### src/rtl/sfq_pkg.sv
package sfq_pkg;

  localparam logic [1:0] SZ_BYTE = 2'd0;
  localparam logic [1:0] SZ_HALF = 2'd1;
  localparam logic [1:0] SZ_WORD = 2'd2;

  // Byte-offset bits below the word address
  localparam int OFS_W = 2;

  // Strobes from control to the entry storage
  typedef struct packed {
    logic enq;
    logic deq;
    logic capture;
  } sfqStrobe_t;

  function automatic logic isAligned(input logic [1:0] ofs, input logic [1:0] sz);
    case (sz)
      SZ_BYTE: isAligned = 1'b1;
      SZ_HALF: isAligned = ~ofs[0];
      SZ_WORD: isAligned = (ofs == 2'b00);
      default: isAligned = 1'b0;
    endcase
  endfunction

endpackage

### src/rtl/sfq_entries.sv
module sfq_entries
  import sfq_pkg::*;
#(
  parameter int ADDR_W = 32,
  parameter int DATA_W = 32,
  parameter int DEPTH  = 8,
  parameter int PART_W = 12,
  localparam int PTR_W = (DEPTH > 1) ? $clog2(DEPTH) : 1,
  localparam int CNT_W = $clog2(DEPTH + 1)
) (
  input  logic              clk,
  input  logic              rstN,
  input  sfqStrobe_t        strobe,
  input  logic [ADDR_W-1:0] stAddr,
  input  logic [1:0]        stSize,
  input  logic [DATA_W-1:0] stData,
  input  logic [ADDR_W-1:0] probeAddr,
  input  logic [ADDR_W-1:0] checkAddr,
  input  logic [PTR_W-1:0]  selIdx,
  output logic [DEPTH-1:0]  entValid,
  output logic [DEPTH-1:0]  partHit,
  output logic [DEPTH-1:0]  fullHit,
  output logic [PTR_W-1:0]  headIdx,
  output logic [PTR_W-1:0]  tailIdx,
  output logic [CNT_W-1:0]  count,
  output logic [ADDR_W-1:0] headAddr,
  output logic [1:0]        headSize,
  output logic [DATA_W-1:0] headData,
  output logic [ADDR_W-1:0] selAddr,
  output logic [1:0]        selSize,
  output logic [DATA_W-1:0] selData
);

  localparam int PART_HI = OFS_W + PART_W - 1;

  logic [ADDR_W-1:0] addrMem [DEPTH];
  logic [1:0]        sizeMem [DEPTH];
  logic [DATA_W-1:0] dataMem [DEPTH];
  logic [DEPTH-1:0]  validMem;

  function automatic logic [PTR_W-1:0] nextPtr(input logic [PTR_W-1:0] p);
    nextPtr = (p == PTR_W'(DEPTH - 1)) ? '0 : p + 1'b1;
  endfunction

  // Pointers, occupancy and valid flags
  always_ff @(posedge clk or negedge rstN) begin
    if (!rstN) begin
      headIdx  <= '0;
      tailIdx  <= '0;
      count    <= '0;
      validMem <= '0;
    end else begin
      if (strobe.enq) tailIdx <= nextPtr(tailIdx);
      if (strobe.deq) headIdx <= nextPtr(headIdx);
      case ({strobe.enq, strobe.deq})
        2'b10:   count <= count + 1'b1;
        2'b01:   count <= count - 1'b1;
        default: count <= count;
      endcase
      if (strobe.deq) validMem[headIdx] <= 1'b0;
      if (strobe.enq) validMem[tailIdx] <= 1'b1;
    end
  end

  // Entry payload, written at the tail
  always_ff @(posedge clk) begin
    if (strobe.enq) begin
      addrMem[tailIdx] <= stAddr;
      sizeMem[tailIdx] <= stSize;
      dataMem[tailIdx] <= stData;
    end
  end

  // Per-entry comparators: narrow slice for the probe, full word address for the check
  for (genvar g = 0; g < DEPTH; g++) begin : g_cmp
    assign partHit[g] = validMem[g] &&
                        (addrMem[g][PART_HI:OFS_W] == probeAddr[PART_HI:OFS_W]);
    assign fullHit[g] = validMem[g] &&
                        (addrMem[g][ADDR_W-1:OFS_W] == checkAddr[ADDR_W-1:OFS_W]);
  end

  assign entValid = validMem;
  assign headAddr = addrMem[headIdx];
  assign headSize = sizeMem[headIdx];
  assign headData = dataMem[headIdx];
  assign selAddr  = addrMem[selIdx];
  assign selSize  = sizeMem[selIdx];
  assign selData  = dataMem[selIdx];


  enq_room_chk: assert property (@(posedge clk) disable iff (!rstN)
    strobe.enq |-> (count < CNT_W'(DEPTH)));


  deq_nonempty_chk: assert property (@(posedge clk) disable iff (!rstN)
    strobe.deq |-> (count != '0));


  occupancy_chk: assert property (@(posedge clk) disable iff (!rstN)
    $countones(validMem) == int'(count));


  head_valid_chk: assert property (@(posedge clk) disable iff (!rstN)
    (count != '0) |-> validMem[headIdx]);

endmodule

### src/rtl/sfq_ctrl.sv
module sfq_ctrl
  import sfq_pkg::*;
#(
  parameter int ADDR_W = 32,
  parameter int DATA_W = 32,
  parameter int DEPTH  = 8,
  localparam int PTR_W = (DEPTH > 1) ? $clog2(DEPTH) : 1,
  localparam int CNT_W = $clog2(DEPTH + 1)
) (
  input  logic              clk,
  input  logic              rstN,
  input  logic              stValid,
  input  logic              ldValid,
  input  logic [ADDR_W-1:0] ldAddr,
  input  logic [1:0]        ldSize,
  input  logic              cacheWrReady,
  input  logic [CNT_W-1:0]  count,
  input  logic [DEPTH-1:0]  entValid,
  input  logic [DEPTH-1:0]  partHit,
  input  logic [DEPTH-1:0]  fullHit,
  input  logic [PTR_W-1:0]  headIdx,
  input  logic [PTR_W-1:0]  tailIdx,
  input  logic [ADDR_W-1:0] selAddr,
  input  logic [1:0]        selSize,
  input  logic [DATA_W-1:0] selData,
  output sfqStrobe_t        strobe,
  output logic [PTR_W-1:0]  selIdx,
  output logic [ADDR_W-1:0] checkAddr,
  output logic              stReady,
  output logic              ldBusy,
  output logic              ldFwdValid,
  output logic [DATA_W-1:0] ldFwdData,
  output logic              cacheRdValid,
  output logic [ADDR_W-1:0] cacheRdAddr,
  output logic [1:0]        cacheRdSize,
  output logic              cacheWrValid
);

  logic              s2Valid;
  logic [ADDR_W-1:0] s2Addr;
  logic [1:0]        s2Size;
  logic [DEPTH-1:0]  s2Mask;

  logic [DEPTH-1:0]  drainMask;
  logic [DEPTH-1:0]  livePart;
  logic [DEPTH-1:0]  liveFull;
  logic              ldAccept;
  logic              anyPart;
  logic              selFound;
  logic              fwdOk;
  logic              waitHit;
  logic [DATA_W-1:0] fwdMask;

  assign stReady      = (count < CNT_W'(DEPTH));
  assign cacheWrValid = (count != '0);
  assign ldBusy       = s2Valid;
  assign ldAccept     = ldValid && !s2Valid;

  always_comb begin
    drainMask = '0;
    if (strobe.deq) drainMask[headIdx] = 1'b1;
  end

  // An entry leaving this cycle is already in the cache: it does not count as a hit
  assign livePart = partHit & ~drainMask;
  assign anyPart  = |livePart;

  always_comb begin
    strobe.enq     = stValid && stReady;
    strobe.deq     = cacheWrValid && cacheWrReady;
    strobe.capture = ldAccept && anyPart;
  end

  // Verify stage: full compare limited to the entries captured at the probe
  assign checkAddr = s2Addr;
  assign liveFull  = s2Mask & fullHit;

  // Youngest full match: walk backwards from the tail
  always_comb begin
    int pos;
    selFound = 1'b0;
    selIdx   = '0;
    for (int k = 1; k <= DEPTH; k++) begin
      pos = int'(tailIdx) - k;
      if (pos < 0) pos = pos + DEPTH;
      if (!selFound && liveFull[pos]) begin
        selFound = 1'b1;
        selIdx   = PTR_W'(pos);
      end
    end
  end

  assign fwdOk = s2Valid && selFound && (selAddr == s2Addr) && (selSize == s2Size) &&
                 isAligned(s2Addr[1:0], s2Size);
  assign waitHit = s2Valid && selFound && !fwdOk;

  always_comb begin
    case (s2Size)
      SZ_BYTE: fwdMask = DATA_W'(8'hFF);
      SZ_HALF: fwdMask = DATA_W'(16'hFFFF);
      default: fwdMask = '1;
    endcase
  end

  assign ldFwdValid = fwdOk;
  assign ldFwdData  = fwdOk ? (selData & fwdMask) : '0;

  // Direct request on a slice miss, late request from the verify stage otherwise
  assign cacheRdValid = (ldAccept && !anyPart) || (s2Valid && !selFound);
  assign cacheRdAddr  = s2Valid ? s2Addr : ldAddr;
  assign cacheRdSize  = s2Valid ? s2Size : ldSize;

  always_ff @(posedge clk or negedge rstN) begin
    if (!rstN) begin
      s2Valid <= 1'b0;
      s2Addr  <= '0;
      s2Size  <= '0;
      s2Mask  <= '0;
    end else if (strobe.capture) begin
      s2Valid <= 1'b1;
      s2Addr  <= ldAddr;
      s2Size  <= ldSize;
      s2Mask  <= livePart;
    end else if (s2Valid) begin
      if (!waitHit) s2Valid <= 1'b0;
      s2Mask <= s2Mask & ~drainMask;
    end
  end


  fwd_one_cycle_chk: assert property (@(posedge clk) disable iff (!rstN)
    ldFwdValid |-> $past(ldValid && !ldBusy));


  late_req_origin_chk: assert property (@(posedge clk) disable iff (!rstN)
    (cacheRdValid && ldBusy) |-> ($past(ldBusy) || $past(ldValid)));


  stall_only_full_chk: assert property (@(posedge clk) disable iff (!rstN)
    !stReady |-> (&entValid));

endmodule

### src/rtl/store_fwd_queue.sv
module store_fwd_queue
  import sfq_pkg::*;
#(
  parameter int ADDR_W = 32,
  parameter int DATA_W = 32,
  parameter int DEPTH  = 8,
  parameter int PART_W = 12
) (
  input  logic              clk,
  input  logic              rstN,
  input  logic              stValid,
  output logic              stReady,
  input  logic [ADDR_W-1:0] stAddr,
  input  logic [1:0]        stSize,
  input  logic [DATA_W-1:0] stData,
  input  logic              ldValid,
  output logic              ldBusy,
  input  logic [ADDR_W-1:0] ldAddr,
  input  logic [1:0]        ldSize,
  output logic              ldFwdValid,
  output logic [DATA_W-1:0] ldFwdData,
  output logic              cacheRdValid,
  output logic [ADDR_W-1:0] cacheRdAddr,
  output logic [1:0]        cacheRdSize,
  output logic              cacheWrValid,
  input  logic              cacheWrReady,
  output logic [ADDR_W-1:0] cacheWrAddr,
  output logic [1:0]        cacheWrSize,
  output logic [DATA_W-1:0] cacheWrData
);

  localparam int PTR_W = (DEPTH > 1) ? $clog2(DEPTH) : 1;
  localparam int CNT_W = $clog2(DEPTH + 1);

  sfqStrobe_t        strobe;
  logic [PTR_W-1:0]  selIdx;
  logic [PTR_W-1:0]  headIdx;
  logic [PTR_W-1:0]  tailIdx;
  logic [CNT_W-1:0]  count;
  logic [DEPTH-1:0]  entValid;
  logic [DEPTH-1:0]  partHit;
  logic [DEPTH-1:0]  fullHit;
  logic [ADDR_W-1:0] checkAddr;
  logic [ADDR_W-1:0] selAddr;
  logic [1:0]        selSize;
  logic [DATA_W-1:0] selData;

  sfq_entries #(
    .ADDR_W(ADDR_W), .DATA_W(DATA_W), .DEPTH(DEPTH), .PART_W(PART_W)
  ) u_entries (
    .clk       (clk),
    .rstN      (rstN),
    .strobe    (strobe),
    .stAddr    (stAddr),
    .stSize    (stSize),
    .stData    (stData),
    .probeAddr (ldAddr),
    .checkAddr (checkAddr),
    .selIdx    (selIdx),
    .entValid  (entValid),
    .partHit   (partHit),
    .fullHit   (fullHit),
    .headIdx   (headIdx),
    .tailIdx   (tailIdx),
    .count     (count),
    .headAddr  (cacheWrAddr),
    .headSize  (cacheWrSize),
    .headData  (cacheWrData),
    .selAddr   (selAddr),
    .selSize   (selSize),
    .selData   (selData)
  );

  sfq_ctrl #(
    .ADDR_W(ADDR_W), .DATA_W(DATA_W), .DEPTH(DEPTH)
  ) u_ctrl (
    .clk          (clk),
    .rstN         (rstN),
    .stValid      (stValid),
    .ldValid      (ldValid),
    .ldAddr       (ldAddr),
    .ldSize       (ldSize),
    .cacheWrReady (cacheWrReady),
    .count        (count),
    .entValid     (entValid),
    .partHit      (partHit),
    .fullHit      (fullHit),
    .headIdx      (headIdx),
    .tailIdx      (tailIdx),
    .selAddr      (selAddr),
    .selSize      (selSize),
    .selData      (selData),
    .strobe       (strobe),
    .selIdx       (selIdx),
    .checkAddr    (checkAddr),
    .stReady      (stReady),
    .ldBusy       (ldBusy),
    .ldFwdValid   (ldFwdValid),
    .ldFwdData    (ldFwdData),
    .cacheRdValid (cacheRdValid),
    .cacheRdAddr  (cacheRdAddr),
    .cacheRdSize  (cacheRdSize),
    .cacheWrValid (cacheWrValid)
  );

endmodule

### config.mk
export PLATFORM = sky130hd
export DESIGN_NAME = store_fwd_queue
export DESIGN_NICKNAME = d
export VERILOG_FILES = /design/src/rtl/sfq_pkg.sv /design/src/rtl/sfq_entries.sv /design/src/rtl/sfq_ctrl.sv /design/src/rtl/store_fwd_queue.sv
export SDC_FILE = /design/constraint.sdc
export NUM_CORES = 1
export LEC_CHECK = 0
export BUFFER_PORTS_ARGS = -buffer_cell sky130_fd_sc_hd__buf_2
export CAP_MARGIN = 20
export CORE_MARGIN = 2
export CORE_UTILIZATION = 65
export CTS_CLUSTER_SIZE = 16
export DETAILED_ROUTE_END_ITERATION = 8
export GPL_TIMING_DRIVEN = 0
export HOLD_SLACK_MARGIN = 0.05
export PLACE_DENSITY = 0.85
export SLEW_MARGIN = 20
export SYNTH_ARGS = -nofsm -noshare
export SYNTH_HDL_FRONTEND = slang
export SYNTH_HIERARCHICAL = 1
export SYNTH_SLANG_ARGS = --single-unit
### constraint.sdc
create_clock -name clk -period 13.9 [get_ports clk]
set_input_delay 2.78 -clock clk [delete_from_list [all_inputs] [get_ports clk]]
set_output_delay 2.78 -clock clk [all_outputs]
set_load 0.1 [all_outputs]
## Yosys cells after proc, flatten, opt, wreduce, memory -nomap -nowiden

Memory sizes are Yosys's and may differ from the RTL's.
Index checks and enable logic that the tools add are counted.

- Word-level logic and storage cells: 209
- Output and inout port bits: 137
- Memory bits (writable): 528
- Register bits: 61
- Memories: 3

- Reductions and logical operators: 54
- Bitwise operators: 9
- Equal/unequal tests: 24
- Add/sub/neg operators: 20
- Order comparisons: 21
- Mux-type cells: 70

Memory list:

| name | words | width | read ports | clocked after memory_dff | wr ports | line | RTL |
|---|---|---|---|---|---|---|---|
| u_entries.addrMem | 8 | 32 | 10 | 0 | 1 | sfq_entries.sv:36 | `logic [ADDR_W-1:0] addrMem [DEPTH];` |
| u_entries.dataMem | 8 | 32 | 2 | 0 | 1 | sfq_entries.sv:38 | `logic [DATA_W-1:0] dataMem [DEPTH];` |
| u_entries.sizeMem | 8 | 2 | 2 | 0 | 1 | sfq_entries.sv:37 | `logic [1:0] sizeMem [DEPTH];` |

Operators with widths:

| cell | count |
|---|---|
| 2-to-1 mux 32 bit | 10 |
| adder 32 x 5 -> 32 bit (second input constant) | 8 |
| less-than comparator 32 x 1 -> 1 bit (second input constant) | 8 |
| less-than comparator 32 x 5 -> 1 bit (second input constant) | 8 |
| equality test 30 bit | 8 |
| equality test 12 bit | 8 |
| one-hot mux 32 bit (2 select lines) | 1 |
| 2-to-1 mux 8 bit | 5 |
| logical AND 1 bit | 36 |
| AND 32 bit | 1 |
| AND 8 bit | 4 |
| equality test 32 bit | 1 |
| 2-to-1 mux 1 bit | 31 |
| 2-to-1 mux 3 bit | 10 |
| binary-select mux 1 bit (select 3 bit) | 8 |
| inverter 8 bit | 2 |
| subtractor 3 x 3 -> 4 bit (second input constant) | 4 |
| zero test 1 bit | 11 |
| less-than comparator 3 x 4 -> 1 bit (second input constant) | 2 |
| OR 8 bit | 1 |
| one-hot mux 4 bit (2 select lines) | 1 |
| OR reduction 8 bit | 1 |
| subtractor 3 x 2 -> 4 bit (second input constant) | 2 |
| adder 3 x 1 -> 3 bit (second input constant) | 2 |
| 18 further kinds | 25 |

## Depth between registers and ports, before layout

An unclocked memory read counts as a cell.

- Word-level depth: 38
- Depth in mapped cells: 24

## Hierarchy

Netlist, hierarchy kept.

By module, submodules not included:

| module | instances | cells an instance | seq. area each (um2) | area an instance (um2) |
|---|---|---|---|---|
| sfq_entries | 1 | 1654 | 16305.6 | 28645.0 |
| sfq_ctrl | 1 | 376 | 1076.0 | 3691.0 |

## Least setup slack after synthesis

OpenSTA, ideal clock, no wires.

- Path kind: reg-to-output
- Start point: register u_ctrl.s2Addr[13], in the netlist u_ctrl/checkAddr[13]
- End point: output port ldFwdData[19]
- Setup slack: 4178 ps
- Arrival time: 6942 ps
- Required time: 11120 ps
- Cell stages (with the launch flop): 25
- Cells stage by stage: dfrtp_1 -> buf_2 -> xnor2_1 -> nand4_1 -> or4_1 -> nor4_2 -> nand2_1 -> mux4_2 -> mux2i_1 -> or4b_4 -> o221ai_1 -> a22o_1 -> a22o_1 -> clkbuf_1 -> buf_6 -> buf_6 -> mux4_2 -> mux2_2 -> xor2_1 -> a2111oi_0 -> nand3_1 -> or4_1 -> a211oi_4 -> buf_6 -> and3_1

- Word-level cells in the longest chain between the ends: 34

RTL lines:

| item | line | RTL |
|---|---|---|
| start, declared | sfq_ctrl.sv:40 | `logic [ADDR_W-1:0] s2Addr;` |
| start signal, assigned | sfq_ctrl.sv:121 | `s2Addr <= ldAddr;` |
| equality test 30 bit (*) | sfq_entries.sv:79 | `(addrMem[g][ADDR_W-1:OFS_W] == checkAddr[ADDR_W-1:OFS_W]);` |
| logical AND 1 bit (*) | sfq_entries.sv:78 | `assign fullHit[g] = validMem[g] &&` |
| named net fullHit[5] | store_fwd_queue.sv:42 | `logic [DEPTH-1:0] fullHit;` |
| AND 8 bit (*) | sfq_ctrl.sv:76 | `assign liveFull = s2Mask & fullHit;` |
| binary-select mux 1 bit (select 3 bit) | sfq_ctrl.sv:86 | `if (!selFound && liveFull[pos]) begin` |
| 2-to-1 mux 1 bit (not written as such) (2 in a row) | sfq_ctrl.sv:86 |  |
| 2-to-1 mux 1 bit | sfq_ctrl.sv:86 |  |
| zero test 1 bit | sfq_ctrl.sv:86 |  |
| [19 not listed] | -- |  |
| 2-to-1 mux 3 bit (*) | sfq_ctrl.sv:86 |  |
| named net selIdx[0] | store_fwd_queue.sv:36 | `logic [PTR_W-1:0] selIdx;` |
| memory (8 x 32 bit) (*) | -- |  |
| named net selAddr[2] | store_fwd_queue.sv:44 | `logic [ADDR_W-1:0] selAddr;` |
| equality test 32 bit (*) | sfq_ctrl.sv:93 | `assign fwdOk = s2Valid && selFound && (selAddr == s2Addr) && (selSize == s2Size) &&` |
| logical AND 1 bit (*) (3 in a row) | sfq_ctrl.sv:93 |  |
| named net ldFwdValid | store_fwd_queue.sv:20 | `output logic ldFwdValid,` |
| 2-to-1 mux 32 bit (*) | sfq_ctrl.sv:106 | `assign ldFwdData = fwdOk ? (selData & fwdMask) : '0;` |
| end, declared | store_fwd_queue.sv:21 | `output logic [DATA_W-1:0] ldFwdData,` |

The timed path passes the listed nets; every way through them passes the cells marked *. The select of a mux whose other input is x is not followed.

## Final worst setup path

- Start point: register u_ctrl.s2Addr[21], in the netlist u_ctrl/checkAddr[21]
- End point: output port ldFwdData[29]

- Word-level cells in the longest chain between the ends: 34

RTL lines:

| item | line |
|---|---|
| equality test 30 bit (*) | sfq_entries.sv:79 |
| logical AND 1 bit (*) | sfq_entries.sv:78 |
| named net fullHit[1] | store_fwd_queue.sv:42 |
| AND 8 bit (*) | sfq_ctrl.sv:76 |
| binary-select mux 1 bit (select 3 bit) | sfq_ctrl.sv:86 |
| 2-to-1 mux 1 bit (not written as such) (2 in a row) | sfq_ctrl.sv:86 |
| 2-to-1 mux 1 bit | sfq_ctrl.sv:86 |
| zero test 1 bit | sfq_ctrl.sv:86 |
| [18 not listed] | -- |
| logical AND 1 bit | sfq_ctrl.sv:86 |
| 2-to-1 mux 3 bit (*) | sfq_ctrl.sv:86 |
| named net selIdx[1] | store_fwd_queue.sv:36 |
| memory (8 x 32 bit) (*) | -- |
| named net selAddr[12] | store_fwd_queue.sv:44 |
| equality test 32 bit (*) | sfq_ctrl.sv:93 |
| logical AND 1 bit (*) (3 in a row) | sfq_ctrl.sv:93 |
| 2-to-1 mux 32 bit (*) | sfq_ctrl.sv:106 |

Marked as above.

==> impl_metrics.ini <==
[sta]
min_period_ns = 13.69
setup_slack_ns = 0.2147
max_freq_mhz = 73.07
finalSetupTns_ns = 0
maxSlewViolCount = 0
skew_ns = 0.01478
setup-violations-final = 0
tightestPinTransition_ns = 1.116
rsz0062_at_grt = no
post-route-period-util = 0.9846
hold_violations = 0
slew_headroom = 0.2563

[status]
status = complete, no violations

[global_routing]
grt_pass1_wl_mm = 158.4
grt_overflow_total = 0
grt_max_degree = 54
grt_usage = 0.4441
antenna_found_initial = 9
grt_pass1_vias = 22070

[critical_path]
cp_slowest_cell = buf_1
crit_family = simple AND/OR/NAND/NOR gates
crit_path_start_kind = register
crit_required_ns = 11.12
path_common_cell = buf_2
endpoint_kind = output port
rrSetupSlack_ns = 5.02
slowest_delay_ns = 0.82
critPathMaxFanout = 10
crit_arrival_ns = 10.91
crit_type = register to output port
crit_buf_inv = 6

[placement]
post_dp_cell_area_um2 = 35270
port-buffer-count = 241
globalplace.congestion = 1.071
dp.cells = 2981
dp_hpwl_mm = 81.76
dpl_worst_slack_ns = 1.361

[finish]
final_cells = 3094
syn_to_final_growth_pct = 14.95
drive_above_1_share = 0.3789
fin_area_um2 = 37170
fin_nets = 2492
fillers = 2880

[die]
die_area_um2 = 51550
initial_utilization = 0.6592
ios = 242
die_y_um = 227.0
core-area_um2 = 49050
die_x_um = 227.0
rows = 81

[pwr]
total_power_mw = 8.478
peakVddDrop_v = 0.0003427
p_leak_nw = 12.64
p_per_area_nw_per_um2 = 228.1

[synth]
async_reset_ff_frac = 0.1036
synthFlopType = edfxtp_1
synth_fp_nets = 2144
ys_warn_count = 6
synth_area_um2 = 32340
netlist_instances = 2030
synthTopCellsByArea = edfxtp_1 (49%), mux4_2 (19%), xnor2_1 (7.6%), mux2_2 (6.0%), dfrtp_1 (4.7%)
avgSynthCellArea_um2 = 15.93
yosys-top-cells-count = edfxtp_1 (528), xnor2_1 (280), mux4_2 (270), mux2_2 (173), nand2_1 (129)
synth_seq_area_share = 0.5375
synth.top_cell.area_share = 0.4903
ys_types = 63
ys_ff_latch = 589
yosysTopAreaCell = edfxtp_1
yosysMostFrequentCell = edfxtp_1
synth_edf_count = 528

[drt]
viasPerCell = 7.264
routed_wl_mm = 111.8
vias = 22480
first_pass_iters = 6
drt_iter0_drc = 3718
antenna_left = 0
drc = 0
wl_per_cell_um = 36.12

[cts]
cts_tree = yes
cts_sinks = 589
clk_latency_ns = 0.65
cts_resized = 0
cts_hold_buf = 0
cts-root-buf = clkbuf_16
cts_buffers = 59
h-tree-depth = 2
post_cts_buffers = 0
path_clk_slew_ns = 0.06
cts.path.max_buffers = 3

[job]
drv_cap = 0

[hold_path]
hold_class = register to register
worst min-delay path, delay by kind of cell (launching register included):
family             cells  cell delay [ns]
DFF                    1             0.35
AOI/OAI and AO/OA      2             0.16
stage by stage:
step	hold WS (ns)	util
CTS	0.5474	0.7574
global route	0.5714	0.7574
floorplan	0.4885	-
detailed placement	0.5322	0.7191
finish	0.5509	0.7578
global placement	0.5126	0.7007
power breakdown:
part | switching, mW | internal (mW)
logic | 3.05 | 1.53
clock network | 0.684 | 0.875
registers | 0.195 | 2.14
layout make-up:
class | instances | area, µm² | area share
antenna | 7 | 17.52 | 0.0004713
buffer | 143 | 860.8 | 0.02316
clock buffer | 75 | 1577 | 0.04241
clock inverter | 31 | 301.5 | 0.008113
inverter | 10 | 37.54 | 0.001010
multi-input combinational | 1288 | 14110 | 0.3796
sequential | 589 | 17380 | 0.4676
tap | 664 | 830.8 | 0.02235
timing repair buffer | 287 | 2052 | 0.05521
cells in the final DEF, fill, tap and decap left out, types with 11 or more instances in the layout:
cell type and n:
and3_1 24, buf_1 15, buf_16 20, buf_2 280, buf_4 22, buf_6 39
clkbuf_1 60, clkbuf_16 59, clkinv_2 12, dfrtp_1 61, edfxtp_1 528, mux2_2 173
mux4_2 270, nand2_1 129, nand2b_1 11, nand3_1 26, nand4_1 67, nor2_1 15
nor4_1 23, o21ai_0 35, xnor2_1 280, xor2_1 97
final timing paths:
check	start	end	cells past startpoint
max	u_ctrl/checkAddr[21]	ldFwdData[29]	25
min	u_ctrl/s2Mask[1]	u_ctrl/s2Mask[1]	2
max reg2reg	u_ctrl/checkAddr[21]	u_ctrl/ldBusy	22
min reg2reg	u_ctrl/s2Mask[1]	u_ctrl/s2Mask[1]	2
max in group asynchronous	rstN	u_ctrl/checkAddr[25]	2
min in group asynchronous	rstN	u_ctrl/checkAddr[9]	1
registers in the layout (all words and copies together), names as in the netlist:
signal,flops
u_ctrl/ldBusy,1
u_entries/addrMem,256
u_entries/entValid,8
u_entries/headIdx,3
u_ctrl/s2Size,2
u_entries/count,4
u_entries/dataMem,256
u_entries/sizeMem,16
u_ctrl/checkAddr,32
u_ctrl/s2Mask,8
u_entries/tailIdx,3
per-layer routing:
layer	up-vias	share of wire	track usage
li1	8716	-	-
met5	-	0.00012	0
met2	2083	0.47	0.6971
met3	411	0.13	0.1004
met1	11260	0.34	0.5817
met4	2	0.068	0.2496
cell families after synthesis:
group / Yosys count / share of synthesized area
AO/OA/AOI/OAI: 88 / 0.01757
XOR/XNOR: 377 / 0.1021
adder cells (fa/ha/maj): 9 / 0.003482
buffers and inverters: 153 / 0.02778
flip-flops: 589 / 0.5375
multiplexers: 452 / 0.2511
AND/OR/NAND/NOR: 362 / 0.06044
No activity file was read; power rests on OpenSTA's default activity.
